[config.mk]
export PLATFORM = sky130hd
export DESIGN_NAME = nibble_dram_seq
export DESIGN_NICKNAME = d
export VERILOG_FILES = /design/src/rtl/nibble_dram_seq_pkg.sv /design/src/rtl/nsq_slot_timer.sv /design/src/rtl/nsq_port_capture.sv /design/src/rtl/nsq_strobe_gen.sv /design/src/rtl/nsq_read_assembler.sv /design/src/rtl/nibble_dram_seq.sv
export SDC_FILE = /design/constraint.sdc
export NUM_CORES = 1
export LEC_CHECK = 0
export ABC_AREA = 1
export BUFFER_PORTS_ARGS = -buffer_cell sky130_fd_sc_hd__buf_2
export CORE_MARGIN = 1
export CORE_UTILIZATION = 45
export CTS_CLUSTER_SIZE = 20
export DETAILED_ROUTE_END_ITERATION = 7
export PLACE_DENSITY = 0.8
export SLEW_MARGIN = 40
export SYNTH_ARGS = -nofsm -noshare
export SYNTH_HDL_FRONTEND = slang
export SYNTH_SLANG_ARGS = --single-unit
[constraint.sdc]
create_clock -name clk -period 1.4 [get_ports clk]
set_input_delay 0.07 -clock clk [delete_from_list [all_inputs] [get_ports clk]]
set_output_delay 0.07 -clock clk [all_outputs]
set_load 0.01 [all_outputs]
[src/rtl/nibble_dram_seq_pkg.sv]
package nibble_dram_seq_pkg;

  localparam int TICK_W = 3;

  // Tick schedule inside one eight-tick slot
  localparam logic [TICK_W-1:0] T_RAS_FALL = 3'd2;
  localparam logic [TICK_W-1:0] T_CAS1_FALL = 3'd3;
  localparam logic [TICK_W-1:0] T_CAS1_LAST = 3'd4;
  localparam logic [TICK_W-1:0] T_CAS_GAP = 3'd5;
  localparam logic [TICK_W-1:0] T_CAS2_FALL = 3'd6;
  localparam logic [TICK_W-1:0] T_LAST = 3'd7;
  localparam logic [TICK_W-1:0] T_CPU_ADDR = 3'd5;
  localparam logic [TICK_W-1:0] T_CPU_DATA = 3'd2;

  typedef enum logic [1:0] {
    PH_ROW    = 2'd0,
    PH_COL_LO = 2'd1,
    PH_COL_HI = 2'd2
  } addr_phase_e;

  // Row strobe active from its falling tick to the end of the slot
  function automatic logic ras_active(input logic [TICK_W-1:0] t);
    return t >= T_RAS_FALL;
  endfunction

  // Two column strobes separated by a single precharge tick
  function automatic logic cas_active(input logic [TICK_W-1:0] t);
    return ((t >= T_CAS1_FALL) && (t <= T_CAS1_LAST)) || (t >= T_CAS2_FALL);
  endfunction

  // Which address field the multiplexer presents on a given tick
  function automatic addr_phase_e phase_of(input logic [TICK_W-1:0] t);
    if (t < T_CAS1_FALL) return PH_ROW;
    if (t < T_CAS2_FALL) return PH_COL_LO;
    return PH_COL_HI;
  endfunction

endpackage

[src/rtl/nsq_slot_timer.sv]
module nsq_slot_timer
  import nibble_dram_seq_pkg::*;
(
  input  logic              clk,
  input  logic              rst_n,
  output logic [TICK_W-1:0] tick,
  output logic              odd_slot,
  output logic              slot_last
);

  logic [TICK_W-1:0] tick_q;
  logic              odd_q;

  assign slot_last = (tick_q == T_LAST);

  always_ff @(posedge clk) begin
    if (!rst_n) begin
      tick_q <= '0;
      odd_q  <= 1'b0;
    end else begin
      tick_q <= tick_q + 1'b1;
      if (slot_last) odd_q <= ~odd_q;
    end
  end

  assign tick     = tick_q;
  assign odd_slot = odd_q;

endmodule

[src/rtl/nsq_port_capture.sv]
module nsq_port_capture
  import nibble_dram_seq_pkg::*;
#(
  parameter int ADDR_W = 15,
  parameter int BYTE_W = 8
) (
  input  logic              clk,
  input  logic              rst_n,
  input  logic [TICK_W-1:0] tick,
  input  logic              odd_slot,
  input  logic              vid_req,
  input  logic [ADDR_W-1:0] vid_addr,
  input  logic              cpu_sel,
  input  logic              cpu_rnw,
  input  logic [ADDR_W-1:0] cpu_addr,
  input  logic [BYTE_W-1:0] cpu_wdata,
  output logic              v_act,
  output logic [ADDR_W-1:0] v_addr,
  output logic              c_act,
  output logic              c_rnw,
  output logic [ADDR_W-1:0] c_addr,
  output logic [BYTE_W-1:0] c_wdata
);

  logic take_vid, take_cpu, take_wd;

  assign take_vid = odd_slot && (tick == T_LAST);
  assign take_cpu = !odd_slot && (tick == T_CPU_ADDR);
  assign take_wd  = odd_slot && (tick == T_CPU_DATA);

  always_ff @(posedge clk) begin
    if (!rst_n) begin
      v_act   <= 1'b0;
      v_addr  <= '0;
      c_act   <= 1'b0;
      c_rnw   <= 1'b1;
      c_addr  <= '0;
      c_wdata <= '0;
    end else begin
      if (take_vid) begin
        v_act  <= vid_req;
        v_addr <= vid_addr;
      end
      if (take_cpu) begin
        c_act  <= cpu_sel;
        c_rnw  <= cpu_rnw;
        c_addr <= cpu_addr;
      end
      if (take_wd) c_wdata <= cpu_wdata;
    end
  end

endmodule

[src/rtl/nsq_strobe_gen.sv]
module nsq_strobe_gen
  import nibble_dram_seq_pkg::*;
(
  input  logic              rst_n,
  input  logic [TICK_W-1:0] tick,
  input  logic              active,
  input  logic              write,
  output logic              ras_n,
  output logic              cas_n,
  output logic              we_n,
  output logic              drive,
  output addr_phase_e       phase
);

  logic run;

  assign run   = rst_n && active;
  assign phase = phase_of(tick);

  always_comb begin
    ras_n = !(run && ras_active(tick));
    cas_n = !(run && cas_active(tick));
    we_n  = !(run && write && ras_active(tick));
    drive = run && write && (tick >= T_CAS1_FALL);
  end

endmodule

[src/rtl/nsq_read_assembler.sv]
module nsq_read_assembler
  import nibble_dram_seq_pkg::*;
#(
  parameter int NIB_W = 4,
  localparam int BYTE_W = 2 * NIB_W
) (
  input  logic              clk,
  input  logic              rst_n,
  input  logic [TICK_W-1:0] tick,
  input  logic              odd_slot,
  input  logic              active,
  input  logic              is_read,
  input  logic [NIB_W-1:0]  dq_i,
  output logic              vid_ready,
  output logic [BYTE_W-1:0] vid_rdata,
  output logic              cpu_ready,
  output logic [BYTE_W-1:0] cpu_rdata
);

  logic [NIB_W-1:0]  lo_q;
  logic              take_lo, done;
  logic [BYTE_W-1:0] joined;

  assign take_lo = active && (tick == T_CAS1_LAST);
  assign done    = active && is_read && (tick == T_LAST);
  assign joined  = {dq_i, lo_q};

  always_ff @(posedge clk) begin
    if (!rst_n) begin
      lo_q      <= '0;
      vid_ready <= 1'b0;
      cpu_ready <= 1'b0;
      vid_rdata <= '0;
      cpu_rdata <= '0;
    end else begin
      if (take_lo) lo_q <= dq_i;
      vid_ready <= done && !odd_slot;
      cpu_ready <= done && odd_slot;
      if (done && !odd_slot) vid_rdata <= joined;
      if (done && odd_slot)  cpu_rdata <= joined;
    end
  end

endmodule

[src/rtl/nibble_dram_seq.sv]
module nibble_dram_seq
  import nibble_dram_seq_pkg::*;
#(
  parameter int MA_W  = 8,
  parameter int NIB_W = 4,
  localparam int ADDR_W = 2 * MA_W - 1,
  localparam int BYTE_W = 2 * NIB_W
) (
  input  logic              clk,
  input  logic              rst_n,
  input  logic              vid_req,
  input  logic [ADDR_W-1:0] vid_addr,
  output logic              vid_ready,
  output logic [BYTE_W-1:0] vid_rdata,
  input  logic              cpu_sel,
  input  logic              cpu_rnw,
  input  logic [ADDR_W-1:0] cpu_addr,
  input  logic [BYTE_W-1:0] cpu_wdata,
  output logic              cpu_ready,
  output logic [BYTE_W-1:0] cpu_rdata,
  output logic              phi_out,
  output logic              ras_n,
  output logic              cas_n,
  output logic              we_n,
  output logic [MA_W-1:0]   ma,
  output logic [NIB_W-1:0]  dq_o,
  output logic              dq_oe,
  input  logic [NIB_W-1:0]  dq_i
);

  logic [TICK_W-1:0] tick;
  logic              odd_slot, slot_last;
  logic              v_act, c_act, c_rnw;
  logic [ADDR_W-1:0] v_addr, c_addr, slot_addr;
  logic [BYTE_W-1:0] c_wdata;
  logic              slot_active, slot_write;
  addr_phase_e       phase;

  nsq_slot_timer u_timer (
    .clk(clk), .rst_n(rst_n), .tick(tick),
    .odd_slot(odd_slot), .slot_last(slot_last)
  );

  nsq_port_capture #(.ADDR_W(ADDR_W), .BYTE_W(BYTE_W)) u_capture (
    .clk(clk), .rst_n(rst_n), .tick(tick), .odd_slot(odd_slot),
    .vid_req(vid_req), .vid_addr(vid_addr),
    .cpu_sel(cpu_sel), .cpu_rnw(cpu_rnw), .cpu_addr(cpu_addr),
    .cpu_wdata(cpu_wdata),
    .v_act(v_act), .v_addr(v_addr), .c_act(c_act), .c_rnw(c_rnw),
    .c_addr(c_addr), .c_wdata(c_wdata)
  );

  // Slot ownership: video in even slots, processor in odd slots
  assign slot_active = odd_slot ? c_act : v_act;
  assign slot_addr   = odd_slot ? c_addr : v_addr;
  assign slot_write  = odd_slot && !c_rnw;

  nsq_strobe_gen u_strobe (
    .rst_n(rst_n), .tick(tick), .active(slot_active), .write(slot_write),
    .ras_n(ras_n), .cas_n(cas_n), .we_n(we_n), .drive(dq_oe), .phase(phase)
  );

  // Row field is the upper half of the byte address; the column field is
  // the lower bits followed by the nibble select.
  always_comb begin
    unique case (phase)
      PH_ROW:    ma = slot_addr[ADDR_W-1 -: MA_W];
      PH_COL_LO: ma = {slot_addr[MA_W-2:0], 1'b0};
      default:   ma = {slot_addr[MA_W-2:0], 1'b1};
    endcase
  end

  assign dq_o = !dq_oe ? '0 :
                (phase == PH_COL_HI) ? c_wdata[BYTE_W-1:NIB_W] : c_wdata[NIB_W-1:0];

  assign phi_out = odd_slot;

  nsq_read_assembler #(.NIB_W(NIB_W)) u_assemble (
    .clk(clk), .rst_n(rst_n), .tick(tick), .odd_slot(odd_slot),
    .active(slot_active), .is_read(!slot_write), .dq_i(dq_i),
    .vid_ready(vid_ready), .vid_rdata(vid_rdata),
    .cpu_ready(cpu_ready), .cpu_rdata(cpu_rdata)
  );

endmodule

# --- After elaboration in Yosys (flattened, before gate mapping) ---
# Cells that the tools add are included.
totals:
  register_bits: 67
  input_bits: 47
  elab_cells: 63
classes:
  add_sub_neg: 1
  order_cmp: 6
  n_eq_ne: 6
  muxes: 12
  bitwise: 1
  n_reduce_logical: 24
op_table:
  columns: ["operator", "n"]
  rows:
  - ["1-bit logical AND", 16]
  - ["8-bit one-hot mux with 2 select lines", 1]
  - ["15-bit 2-to-1 mux", 1]
  - ["3-bit == test, second input constant", 3]
  - ["2-bit 2-to-1 mux", 4]
  - ["4-bit 2-to-1 mux", 2]
  - ["3-bit by 2-bit >= comparator with 1-bit output, second input constant", 2]
  - ["1-bit logical NOT", 6]
  - ["1-bit 2-to-1 mux", 4]
  - ["3-bit by 1-bit adder with 3-bit output, second input constant", 1]
  - ["3-bit by 2-bit == test with 1-bit output, second input constant", 1]
  - ["3-bit >= comparator, second input constant", 1]
  - ["3-bit less-or-equal comparator, second input constant", 1]
  - ["3-bit by 2-bit < comparator with 1-bit output, second input constant", 1]
  - ["3-bit < comparator, second input constant", 1]
  - ["2-bit by 1-bit == test with 1-bit output, second input constant", 1]
  - ["2-bit == test, second input constant", 1]
  - ["2-bit logical NOT", 1]
  - ["1-bit logical OR", 1]
  - ["1-bit NOT", 1]

# --- Longest topological paths before layout ---
logic_depth:
  depth_word: 8
  ltp_mapped: 8
  depth_no_buf: 7

# --- Cells and area by module ---
# From an unflattened synthesis, not the netlist that was laid out.
hier_totals:
  cells_unflattened: 563
  hier_area_um2: 3570.9
by_module_without_submodules:
  columns: ["module", "instances", "cells_per_inst", "area_each_um2", "seq_area_each_um2"]
  rows:
  - ["nsq_port_capture", 1, 268, 1823.0, 820.8]
  - ["nsq_read_assembler", 1, 157, 1053.5, 440.4]
  - ["nibble_dram_seq", 1, 103, 467.9, 0.0]
  - ["nsq_slot_timer", 1, 17, 155.1, 80.1]
  - ["nsq_strobe_gen", 1, 18, 71.3, 0.0]

# --- Worst setup path before layout ---
# OpenSTA, ideal clock, no wires.
synth_timing:
  kind: "reg-to-reg"
  start: "reg u_timer.tick_q[0] (netlist: u_timer.tick[0])"
  end: "reg u_assemble.cpu_rdata[0]"
  setup_time_ns: 0.116
  arrival_ns: 1.420
  required_time_ns: 1.284
  path_slack_ns: -0.136
  path_stages_with_launch: 8
  cell_sequence: "dfxtp_1 > ha_1 > ha_1 > nand2_2 > nor2_4 > inv_2 > nor2_1 > nor2_1"
synth_between:
  elab_chain_len: 3
synth_lines:
  columns: ["element", "line", "text"]
  rows:
  - ["from (decl)", "nsq_slot_timer.sv:11", "logic [TICK_W-1:0] tick_q;"]
  - ["from (signal assigned)", "nsq_slot_timer.sv:21", "tick_q <= tick_q + 1'b1;"]
  - ["3-bit == test", "nsq_read_assembler.sv:25", "assign done = active && is_read && (tick == T_LAST);"]
  - ["1-bit logical AND", "nsq_read_assembler.sv:25", null]
  - ["1-bit logical AND", "nsq_read_assembler.sv:40", "if (done && odd_slot) cpu_rdata <= joined;"]
  - ["to (signal assigned)", "nsq_read_assembler.sv:40", null]
  - ["to (decl)", "nsq_read_assembler.sv:17", "output logic [BYTE_W-1:0] cpu_rdata"]
# No other way between the ends.
# A chain may end at the register's enable or synchronous reset.

# --- Worst setup path in the final report ---
layout_timing:
  start: "reg u_timer.tick_q[1] (netlist: u_timer.tick[1])"
  end: "out dq_o[3]"
layout_between:
  elab_chain_len: 8
  elab_cells_between_ends: 13
  classes_between: "order compare: 3; eq/ne: 1; mux: 8; reduce/logical: 1"
layout_lines:
  columns: ["element", "line", "text"]
  rows:
  - ["3-bit < comparator", "nibble_dram_seq_pkg.sv:34", "if (t < T_CAS2_FALL) return PH_COL_LO;"]
  - ["1-bit 2-to-1 mux (2 in a row)", "nibble_dram_seq_pkg.sv:34", null]
  - ["2-bit 2-to-1 mux", "nibble_dram_seq_pkg.sv:35", "return PH_COL_HI;"]
  - ["2-bit 2-to-1 mux", "nibble_dram_seq_pkg.sv:34", null]
  - ["2-bit == test", "nibble_dram_seq.sv:74", "(phase == PH_COL_HI) ? c_wdata[BYTE_W-1:NIB_W] : c_wdata[NIB_W-1:0];"]
  - ["4-bit 2-to-1 mux", "nibble_dram_seq.sv:74", null]
  - ["4-bit 2-to-1 mux (*)", "nibble_dram_seq.sv:73", "assign dq_o = !dq_oe ? '0 :"]
  - ["to (decl)", "nibble_dram_seq.sv:26", "output logic [NIB_W-1:0] dq_o,"]
# Every way passes the cells marked *; elsewhere a longest branch is shown, timed or not. The select of a mux whose other input is x is not followed.

==> metrics.md <==
| Metric | Value |
|---|---|
| Unrepaired setup endpoints after global routing | yes |
| Slowest stage cell on the critical path | sky130_fd_sc_hd__dfxtp_2 |
| Cell taking the most area after synthesis | sky130_fd_sc_hd__dfxtp_1 |
| Min-Delay Endpoint | u_capture.c_addr[5]$_SDFFE_PN0P_ |
| Remaining design rule violation count | 0 |
| Number of buffers added by the clock tree synthesis step | 9 |
| First-pass GRT wire length | about 13 mm |
| LEAKAGE | ~2.0 nW |
| Violations in the final reports | negative hold slack, negative setup slack |
| Max_cap viols | 0 |
| Final core utilization | 73.0% |
| Peak fanout along the critical path | 5 |
| Layout net count | 571 |
| Die height | just over 80 µm |
| Classification of the worst setup path | flip-flop to primary output |
| Antenna fix cells | 0 |
| Critical path's largest stage delay | 380 ps |
| Chain of cells forming the critical path | ha_4 > ha_2 > inv_1 > nand2_2 > nand3_4 > nor2_1 > buf_2 |
| Final hold slack | -30.2 ps |
| Die area | 6780 µm² |
| Area grow syn2layout | 52.3% |
| Placeable core area | 6060 µm² |
| Number of synthesized register bits | 67 |
| Final critical delay including setup and external delays | 1640 ps |
| CTS Root Cell | sky130_fd_sc_hd__clkbuf_8 |
| Register-to-Register Setup Slack | -90 ps |
| Launch point of the worst hold path | cpu_addr[5] |
| Ranking of synthesized cells by area | sky130_fd_sc_hd__dfxtp_1, sky130_fd_sc_hd__nor2_1, sky130_fd_sc_hd__o21ai_0, sky130_fd_sc_hd__nand2_1, sky130_fd_sc_hd__inv_1 |
| Io pins | 82 |
| Startpoint type of the worst setup path | flip-flop |
| Share of Yosys cell area claimed by the top area cell type | between 40% and 50% |
| Vias in the first global route | 2855 |
| Maximum number of pins on one net before global-route repair | 35 |
| Count of final setup violators | 37 |
| Syn Nets | 436 |
| Critical Path RT | 1330 ps |
| Number of antenna violations at the first check in global routing | 0 |
| Count of port buffers added during placement | 81 |
| Die X-Extent | 82.3 µm |
| Number of vias after detailed routing | 3309 |
| Layer carrying the most global-route usage | met2 |
| Effective utilization at floorplan | 47.9% |
| Fill count | 423 |
| Endpoint of the worst-slack reg-to-reg timing path | u_capture.v_addr[6]$_SDFFE_PN0P_ |
| Detailed Route WL | roughly 10 mm |
| Proportion of layout cells with a drive suffix above 1 | 38.1% |
| Path depth of the worst reg2reg path | 6 |
| GRT Residual Overflow | 0 |
| Initial detailed-routing violation count | 307 |
| Portion of the post-synthesis area used by sequential elements | 46.2% |
| Final Slew Violations | 0 |
| Post-layout total power | 0.00406 W |
| Estimated wirelength of the detail-placed design | 5.09 mm |
| Highest achievable clock rate | 608 MHz |
| Most used cells in the layout excluding fill and tap cells | sky130_fd_sc_hd__nor2_1, sky130_fd_sc_hd__buf_2, sky130_fd_sc_hd__dfxtp_1 |
| Clock tree from TritonCTS | done |
| RD Place Congestion | 0.833 |
| DR WL/cell | approximately 17 µm |
| Part of the cycle the worst path needs | 117% |
| Level count of the clock H-tree | 3 |
| Clock transition time at the flip-flop clock pins of the worst setup and hold paths | 80 ps |
| Number of instances in the synthesized netlist | 385 |
| Highest ir drop seen on vdd | 0.000589 V |
| Hold Crit Class | primary input to flip-flop |
| Worst skew pair latency | 360 ps |
| Worst slew margin | 74.7% |
| R2R Path Start | u_timer.tick[1]$_SDFF_PN0_ |
| Final Hold Vio Count | 2 |
| Data arrival time of the worst path | 1570 ps |
| Commonest non-fill, non-tap cell in the layout | sky130_fd_sc_hd__nor2_1 |
| Via density per instance | 5.52 |
| Area of the mapped netlist | around 2900 µm² |
| Bufs on Longest Clock Path | 2 |
| Outcome | finished with violations |
| Least setup slack across all paths after layout | -244 ps |
| Worst hold stages | 3 |
| Antenna-violating nets left | 0 |
| Met1 capacity usage during global routing | 32.0% |
| Post-synth cell types | 24 |
| Initial DRT Pass Iterations | 5 |
| Post-Syn Area per Cell | between 7 and 8 µm² |
| Number of sinks driven by the clock tree | 67 |
| Worst Tran Pin Value | 380 ps |
| Final Skew | 11.2 ps |
| Power density over cell area | 918 nW/µm² |
| Type of destination of the critical path | primary output |
| Placement row count | 28 |
| Global-route usage over all layers | 26.8% |
| Met2 usage in global routing | 44.5% |
| Warning count from the yosys run | 0 |
| Met3 Track Usage GR | 4.84% |
## per-layer routing
metal  vias to the layer above  share of wire (%)
li1                       1512                  -
met1                      1534                 38
met2                       215                 50
met3                        48                8.3
met4                         0                3.6
met5                         -                  0
## layout make-up
type	count	area, µm²	share of cell area, %
clock buffer	9	124	2.80
sequential	67	1350	30.6
clock inverter	7	68.8	1.56
tap	75	93.8	2.12
multi-input combinational	270	1550	35.1
timing repair buffer	142	1070	24.2
inverter	29	150	3.39
timing repair inverter	1	11.3	0.255
## worst max-delay path: cells and delay by family (launching register included)
kind	cells	cell delay (ps)
buf+inv	2	200
simple gates	3	320
fa+ha+maj	2	320
flops	1	380
## power breakdown
group	internal [W]	switching, W
logic	0.000243	0.000244
registers	0.00192	0.0000245
clock network	0.000815	0.000809
total	0.00298	0.00108
## cell families after synthesis
kind of cell               Yosys count  share of synthesized area, %
AOI/OAI and AO/OA                   91                          16.8
DFF                                 67                          46.2
adders and majority gates            4                          1.72
and+or+nand+nor                    175                          27.4
buffers and inverters               48                          7.80
## stage by stage
step	instances	setup slack, ps	area (µm²)	hold WS (ps)	setup TNS (ps)
4_1_cts	591	-166	4070	1.73	-1900
3_5_place_dp	539	-138	3430	312	-1960
6_report	600	-244	4420	-30.2	-3360
5_1_grt	600	-298	4420	12.8	-5160
3_3_place_gp	539	0.605	3430	300	0
2_1_floorplan	385	0.216	2910	183	0
## cells in the mapped netlist
cell                       instances
sky130_fd_sc_hd__nor2_1          113
sky130_fd_sc_hd__dfxtp_1          67
sky130_fd_sc_hd__o21ai_0          65
sky130_fd_sc_hd__nand2_1          26
sky130_fd_sc_hd__inv_1            24
sky130_fd_sc_hd__nand3_1          11
sky130_fd_sc_hd__a21oi_1          10
sky130_fd_sc_hd__o211ai_1          9
sky130_fd_sc_hd__or2_2             8
sky130_fd_sc_hd__clkbuf_1          7
sky130_fd_sc_hd__or2_1             7
sky130_fd_sc_hd__o21ai_1           6
sky130_fd_sc_hd__buf_4             5
sky130_fd_sc_hd__inv_2             5
sky130_fd_sc_hd__buf_2             4
sky130_fd_sc_hd__ha_1              4
sky130_fd_sc_hd__buf_6             3
sky130_fd_sc_hd__nand2_4           2
sky130_fd_sc_hd__nand3_2           2
sky130_fd_sc_hd__nand3_4           2
sky130_fd_sc_hd__nor2_4            2
sky130_fd_sc_hd__a21oi_4           1
sky130_fd_sc_hd__nand2_2           1
sky130_fd_sc_hd__nor2_8            1
## flip-flops by register name, summed over array words and instances (netlist names)
name	cells
u_capture.c_wdata	8
u_timer.odd_slot	1
u_assemble.vid_ready	1
u_assemble.cpu_rdata	8
u_capture.c_rnw	1
u_assemble.vid_rdata	8
u_capture.c_act	1
u_assemble.lo_q	4
u_timer.tick	3
u_assemble.cpu_ready	1
u_capture.c_addr	15
u_capture.v_act	1
u_capture.v_addr	15
## timing repair
item,4_1_cts,5_1_grt
hold endpoints to repair,31,2
setup endpoints to repair,41,59
pin swaps,1,8
hold buffers,31,2
cloned,1,3
gates resized for setup,43,84
setup buffers,4,4
## worst max path at each step
stage	from	to	slack, ps	depth (start not counted)
detailed placement	u_timer.tick[1]$_SDFF_PN0_	u_capture.v_addr[11]$_SDFFE_PN0P_	-140	7
global route	u_timer.tick[2]$_SDFF_PN0_	dq_o[3]	-300	8
finish	u_timer.tick[1]$_SDFF_PN0_	dq_o[3]	-240	7
CTS	u_timer.tick[1]$_SDFF_PN0_	ma[1]	-170	7
floorplan	u_timer.tick[0]$_SDFF_PN0_	u_capture.v_addr[0]$_SDFFE_PN0P_	0.2	6
global placement	u_timer.tick[1]$_SDFF_PN0_	u_capture.v_addr[7]$_SDFFE_PN0P_	0.6	7
Power figures use the tool's default switching activity.
